$ cat src/rtl/gpio_port_pkg.sv
package gpio_port_pkg;

  typedef enum logic [1:0] {
    REG_LATCH   = 2'd0,
    REG_INMODE  = 2'd1,
    REG_DRVMODE = 2'd2,
    REG_CTRL    = 2'd3
  } gpio_reg_e;

  localparam int CTRL_PUDIS_BIT = 0;

endpackage

$ cat src/rtl/gpio_port_regs.sv
module gpio_port_regs
  import gpio_port_pkg::*;
#(
  parameter int W = 8
) (
  input  logic         clk_i,
  input  logic         rst_i,
  input  logic         wr_en_i,
  input  logic [1:0]   addr_i,
  input  logic [W-1:0] wdata_i,
  output logic [W-1:0] latch_o,
  output logic [W-1:0] in_mode_o,
  output logic [W-1:0] drv_mode_o,
  output logic         pu_dis_o
);

  gpio_reg_e sel;
  assign sel = gpio_reg_e'(addr_i);

  always_ff @(posedge clk_i) begin
    if (rst_i) begin
      latch_o    <= '1;
      in_mode_o  <= '1;
      drv_mode_o <= '0;
      pu_dis_o   <= 1'b0;
    end else if (wr_en_i) begin
      case (sel)
        REG_LATCH:   latch_o    <= wdata_i;
        REG_INMODE:  in_mode_o  <= wdata_i;
        REG_DRVMODE: drv_mode_o <= wdata_i;
        REG_CTRL:    pu_dis_o   <= wdata_i[CTRL_PUDIS_BIT];
        default:     ;
      endcase
    end
  end

endmodule

$ cat src/rtl/gpio_pin_sync.sv
module gpio_pin_sync #(
  parameter int W      = 8,
  parameter int STAGES = 2
) (
  input  logic         clk_i,
  input  logic         rst_i,
  input  logic [W-1:0] d_i,
  output logic [W-1:0] q_o
);

  logic [W-1:0] chain [STAGES];

  always_ff @(posedge clk_i) begin
    if (rst_i) chain[0] <= '0;
    else       chain[0] <= d_i;
  end

  for (genvar s = 1; s < STAGES; s++) begin : g_stage
    always_ff @(posedge clk_i) begin
      if (rst_i) chain[s] <= '0;
      else       chain[s] <= chain[s-1];
    end
  end

  assign q_o = chain[STAGES-1];

endmodule

$ cat src/rtl/gpio_pin_drive.sv
module gpio_pin_drive #(
  parameter int W = 8
) (
  input  logic         clk_i,
  input  logic         rst_i,
  input  logic [W-1:0] latch_i,
  input  logic [W-1:0] in_mode_i,
  input  logic [W-1:0] drv_mode_i,
  input  logic         pu_dis_i,
  input  logic [W-1:0] ovr_en_i,
  input  logic [W-1:0] ovr_data_i,
  output logic [W-1:0] oe_o,
  output logic [W-1:0] out_o,
  output logic [W-1:0] pu_o
);

  for (genvar i = 0; i < W; i++) begin : g_pin
    logic want_hi;
    logic drive_lo;
    logic drive_hi;
    logic oe_n, out_n, pu_n;

    always_comb begin
      want_hi  = ovr_en_i[i] ? ovr_data_i[i] : latch_i[i];
      drive_lo = ~want_hi;
      drive_hi = want_hi & drv_mode_i[i];
      oe_n     = drive_lo | drive_hi;
      out_n    = want_hi;
      pu_n     = in_mode_i[i] & ~pu_dis_i & ~drive_lo;
    end

    always_ff @(posedge clk_i) begin
      if (rst_i) begin
        oe_o[i]  <= 1'b0;
        out_o[i] <= 1'b1;
        pu_o[i]  <= 1'b1;
      end else begin
        oe_o[i]  <= oe_n;
        out_o[i] <= out_n;
        pu_o[i]  <= pu_n;
      end
    end
  end

endmodule

$ cat src/rtl/gpio_read_mux.sv
module gpio_read_mux
  import gpio_port_pkg::*;
#(
  parameter int W = 8
) (
  input  logic         clk_i,
  input  logic         rst_i,
  input  logic         rd_en_i,
  input  logic [1:0]   addr_i,
  input  logic [W-1:0] pins_sync_i,
  input  logic [W-1:0] in_mode_i,
  input  logic [W-1:0] drv_mode_i,
  input  logic         pu_dis_i,
  output logic [W-1:0] rdata_o
);

  logic [W-1:0] nxt;

  always_comb begin
    nxt = '0;
    case (gpio_reg_e'(addr_i))
      REG_LATCH:   nxt = pins_sync_i & in_mode_i;
      REG_INMODE:  nxt = in_mode_i;
      REG_DRVMODE: nxt = drv_mode_i;
      REG_CTRL:    nxt[CTRL_PUDIS_BIT] = pu_dis_i;
      default:     nxt = '0;
    endcase
  end

  always_ff @(posedge clk_i) begin
    if (rst_i)        rdata_o <= '0;
    else if (rd_en_i) rdata_o <= nxt;
  end

endmodule

$ cat src/rtl/gpio_port_ctrl.sv
module gpio_port_ctrl #(
  parameter int W           = 8,
  parameter int SYNC_STAGES = 2
) (
  input  logic         clk_i,
  input  logic         rst_i,
  input  logic         wr_en_i,
  input  logic         rd_en_i,
  input  logic [1:0]   addr_i,
  input  logic [W-1:0] wdata_i,
  output logic [W-1:0] rdata_o,
  input  logic [W-1:0] pin_i,
  input  logic [W-1:0] ovr_en_i,
  input  logic [W-1:0] ovr_data_i,
  output logic [W-1:0] oe_o,
  output logic [W-1:0] out_o,
  output logic [W-1:0] pu_o
);

  logic [W-1:0] latch_q, in_mode_q, drv_mode_q, pins_sync;
  logic         pu_dis_q;

  gpio_port_regs #(.W(W)) u_regs (
    .clk_i      (clk_i),
    .rst_i      (rst_i),
    .wr_en_i    (wr_en_i),
    .addr_i     (addr_i),
    .wdata_i    (wdata_i),
    .latch_o    (latch_q),
    .in_mode_o  (in_mode_q),
    .drv_mode_o (drv_mode_q),
    .pu_dis_o   (pu_dis_q)
  );

  gpio_pin_sync #(.W(W), .STAGES(SYNC_STAGES)) u_sync (
    .clk_i (clk_i),
    .rst_i (rst_i),
    .d_i   (pin_i),
    .q_o   (pins_sync)
  );

  gpio_pin_drive #(.W(W)) u_drive (
    .clk_i      (clk_i),
    .rst_i      (rst_i),
    .latch_i    (latch_q),
    .in_mode_i  (in_mode_q),
    .drv_mode_i (drv_mode_q),
    .pu_dis_i   (pu_dis_q),
    .ovr_en_i   (ovr_en_i),
    .ovr_data_i (ovr_data_i),
    .oe_o       (oe_o),
    .out_o      (out_o),
    .pu_o       (pu_o)
  );

  gpio_read_mux #(.W(W)) u_rd (
    .clk_i       (clk_i),
    .rst_i       (rst_i),
    .rd_en_i     (rd_en_i),
    .addr_i      (addr_i),
    .pins_sync_i (pins_sync),
    .in_mode_i   (in_mode_q),
    .drv_mode_i  (drv_mode_q),
    .pu_dis_i    (pu_dis_q),
    .rdata_o     (rdata_o)
  );

endmodule

$ cat config.mk
export PLATFORM = sky130hd
export DESIGN_NAME = gpio_port_ctrl
export DESIGN_NICKNAME = d
export VERILOG_FILES = /design/src/rtl/gpio_port_pkg.sv /design/src/rtl/gpio_port_regs.sv /design/src/rtl/gpio_pin_sync.sv /design/src/rtl/gpio_pin_drive.sv /design/src/rtl/gpio_read_mux.sv /design/src/rtl/gpio_port_ctrl.sv
export SDC_FILE = /design/constraint.sdc
export NUM_CORES = 1
export LEC_CHECK = 0
export ABC_AREA = 0
export CAP_MARGIN = 25
export CORE_ASPECT_RATIO = 0.7
export CORE_UTILIZATION = 24
export CTS_CLUSTER_DIAMETER = 50
export DETAILED_ROUTE_END_ITERATION = 16
export GPL_TIMING_DRIVEN = 0
export PLACE_DENSITY = 0.47
export SLEW_MARGIN = 10
export SYNTH_ARGS = -nofsm -noshare
export SYNTH_HDL_FRONTEND = slang
export SYNTH_HIERARCHICAL = 1
export SYNTH_SLANG_ARGS = --single-unit
$ cat constraint.sdc
create_clock -name clk_i -period 1.1 [get_ports clk_i]
set_input_delay 0.275 -clock clk_i [delete_from_list [all_inputs] [get_ports clk_i]]
set_output_delay 0.275 -clock clk_i [all_outputs]
set_load 0.005 [all_outputs]
==> run metrics <==
Synth Register Bits 73; overall global routing resource usage 12.8%; Hold Crit Depth 3; crit path DAT 1.30 ns; CP Class input pin to register; run status completed; H-tree depth 3; Hold EP u_regs/pu_dis_o; IO Port Bufs 68; CTS tree done; xor/xnor cell area share of the yosys netlist 0%; critical path's slowest cell clkdlybuf4s50_1; dpl cell area 0.00358 mm^2; worst-case clock buffer depth 2; Num CTS Buffers 9; RSZ-0062 raised after global routing no; Final min period 1.08 ns; crit share post-route 98.4%; DRC 0; final non-filler cell area 0.00371 mm^2; WP buf/inv 1; final hold violation count 0; HPWL after DPL 4990 um; Syn Inst Count 249; share of cells above drive strength 1 31.0%; cell breakdown of the critical path clkdlybuf4s50_1 -> mux2_4 -> a31o_1; Die Span Y 90.8 um; Hold Crit Class input pin to register; Post-Syn Nets 287; initial antenna violation count 0; die area 0.0117 mm^2; Antenna Nets Post-Route 0; Layout Nets 368; worst-skew pair later-pin latency 0.33 ns; CTS root buf clkbuf_16; synthesized cell area 0.00271 mm^2; vias in the first global route 2066; simple-gate share of the synthesized area 17.8%; CP delay by family, top buffers and inverters; 1st-iter DRT viols 77; Crit path largest cell delay 0.48 ns; Avg Inst Size Synth 10.9 um^2; Lkg Pwr 1.49 nW; Synth cell types 27; P&R area growth vs syn 37.1%; reg2reg path depth 2; DR pass1 iterations 4; Slew headroom 69.2%; r2r endpoint u_drive/pu_o[6]; CP Launch Type input pin; per-cell routed wire length 14.0 um; hold_sp addr_i[1]; Setup Skew 0.00449 ns; Starting Density 24.6%; Rows 32; post-synthesis compound-gate area fraction 9.11%; Worst Path Max Fanout 3; max-slew violation count 0; largest net degree at the start of global routing 20; DR vias/cell 4.12; Worst R2R Start u_regs/latch_o[6]; GPL Wtd Cong 0.769; final setup fails 0; WL final 6810 um; vias 1999; first-pass GRT wire length 10900 um; Remaining Overflow, GRT 0; Least-Margin Pin Slew 0.462 ns; ratio of total power to cell area 1610 mW/mm^2; sequential element share of the synthesized area 54.0%; Crit. End Element register; flop-to-flop setup slack 0.15 ns; worst vdd ir 0.693 mV; n_diodes 0; largest family of logic cells by synthesized area simple AND/OR/NAND/NOR gates; area share of fa/ha/maj cells after synthesis 0%; area of the core 0.0110 mm^2; Reg clk slew, reported paths 0.05 ns; Top Ports 70; Synth warnings 6; die outline width 129 um; mux contribution to synthesized area 14.2%; Finished Core Util 33.7%; max_cap viols 0; hold slack 0.318 ns; maximum clock frequency 0.924 GHz; WP data required 1.32 ns; Sink Count 73
## sequential cells by signal, summed over array words and instances, names as in the netlist
signal,flops
u_drive/oe_o,8
u_drive/out_o,8
u_drive/pu_o,8
u_rd/rdata_o,8
u_regs/drv_mode_o,8
u_regs/in_mode_o,8
u_regs/latch_o,8
u_regs/pu_dis_o,1
u_sync/chain,16
## power breakdown
part / switching [mW] / total (mW) / internal, mW
Clock: 0.974 / 2.52 / 1.54
Combinational: 0.271 / 0.616 / 0.345
Sequential: 0.0562 / 2.85 / 2.79
## worst max path at each step
stage,from,to,cells past startpoint
6_report,ovr_en_i[6],u_drive/pu_o[6],3
5_1_grt,ovr_en_i[1],u_drive/pu_o[1],3
4_1_cts,addr_i[0],u_rd/rdata_o[7],5
3_5_place_dp,rst_i,u_regs/drv_mode_o[6],4
3_3_place_gp,rst_i,u_regs/drv_mode_o[3],4
2_1_floorplan,addr_i[0],u_rd/rdata_o[0],4
## layout by cell type, fill, tap and decap left out
| cell type | synthesis | layout |
|---|---|---|
| nor2_1 | 32 | 32 |
| buf_1 | 1 | 1 |
| and2b_2 | 6 | 6 |
| or2_1 | 8 | 8 |
| nand2b_1 | 17 | 17 |
| nor2b_4 | 1 | 1 |
| nor3b_2 | 0 | 1 |
| a311oi_1 | 7 | 5 |
| a311oi_2 | 1 | 3 |
| a21oi_1 | 8 | 8 |
| nor2b_2 | 7 | 7 |
| buf_6 | 3 | 4 |
| clkbuf_8 | 0 | 1 |
| o211ai_1 | 8 | 8 |
| dfxtp_1 | 73 | 59 |
| dfxtp_2 | 0 | 14 |
| nand3b_1 | 1 | 1 |
| inv_2 | 0 | 1 |
| clkbuf_16 | 0 | 9 |
| clkbuf_2 | 1 | 5 |
| mux2_4 | 9 | 9 |
| clkinv_2 | 0 | 1 |
| clkdlybuf4s50_1 | 0 | 32 |
| dlygate4sd2_1 | 0 | 1 |
| buf_2 | 4 | 37 |
| nand2_1 | 8 | 8 |
| a31o_1 | 8 | 8 |
| mux2i_1 | 25 | 25 |
| nor2b_1 | 3 | 3 |
| nand3_1 | 1 | 1 |
| clkbuf_1 | 2 | 2 |
| and3b_1 | 1 | 1 |
| buf_4 | 3 | 4 |
| inv_1 | 10 | 9 |
## cell families after synthesis
group / count (synthesis)
compound gates: 32
mux: 34
simple gates: 86
flops: 73
buf+inv: 24
## through the flow
stage | std cells | TNS, ns | setup slack [ns] | power, mW
global placement | 470 | -56.51 | -0.958 | 3.58
global route | 485 | 0 | 0.00290 | 6.27
finish | 485 | 0 | 0.0174 | 5.98
CTS | 485 | 0 | 0.0194 | 6.08
floorplan | 249 | 0 | 0.140 | 3.19
detailed placement | 470 | -60.72 | -1.00 | 3.58
## layer usage
metal  global-route usage [%]  share of wire [%]  wire [um]  up-vias
met4                     4.41                1.2         82        0
met5                        0                  0          0        -
li1                         -                  -          -      998
met2                     18.2                 41       2810       58
met3                     5.04                6.4        437       10
met1                     17.3                 51       3480      933
## what timing repair did
| item | 4_1_cts | 5_1_grt |
|---|---|---|
| hold buffers | 0 | 0 |
| resized for setup | 153 | 9 |
| setup endpoints to repair | 105 | 17 |
| setup buffers | 2 | 0 |
| hold endpoints to repair | 0 | 0 |
## worst min-delay path: stages
cell	delay (ns)
clkbuf_2	0.14
nand3_1	0.10
mux2i_1	0.07
## synthesized netlist by cell type
cell type / n / share of area, %
clkbuf_2: 1 / 0.18
mux2_4: 9 / 5.0
nor2b_1: 3 / 0.69
nor2b_2: 7 / 2.3
buf_2: 4 / 0.74
clkbuf_1: 2 / 0.28
buf_4: 3 / 0.83
a311oi_1: 7 / 2.3
inv_1: 10 / 1.4
o211ai_1: 8 / 2.2
dfxtp_1: 73 / 54
buf_6: 3 / 1.2
nor2_1: 32 / 4.4
or2_1: 8 / 1.9
a21oi_1: 8 / 1.5
nand2_1: 8 / 1.1
mux2i_1: 25 / 9.3
and3b_1: 1 / 0.32
a311oi_2: 1 / 0.55
and2b_2: 6 / 1.9
buf_1: 1 / 0.14
nand3_1: 1 / 0.18
a31o_1: 8 / 2.6
nand2b_1: 17 / 3.9
nor2b_4: 1 / 0.51
nor3b_1: 1 / 0.28
nand3b_1: 1 / 0.28
## layout make-up
| class | instances | area (um^2) |
|---|---|---|
| fill | 1149 | 7300 |
| sequential | 73 | 1480 |
| multi-input combinational | 152 | 1130 |
| timing repair buffer | 70 | 519 |
| clock buffer | 12 | 246 |
| tap | 153 | 191 |
| buffer | 14 | 98.8 |
| inverter | 10 | 37.5 |
| clock inverter | 1 | 5.00 |
Power figures use the tool's default switching activity.
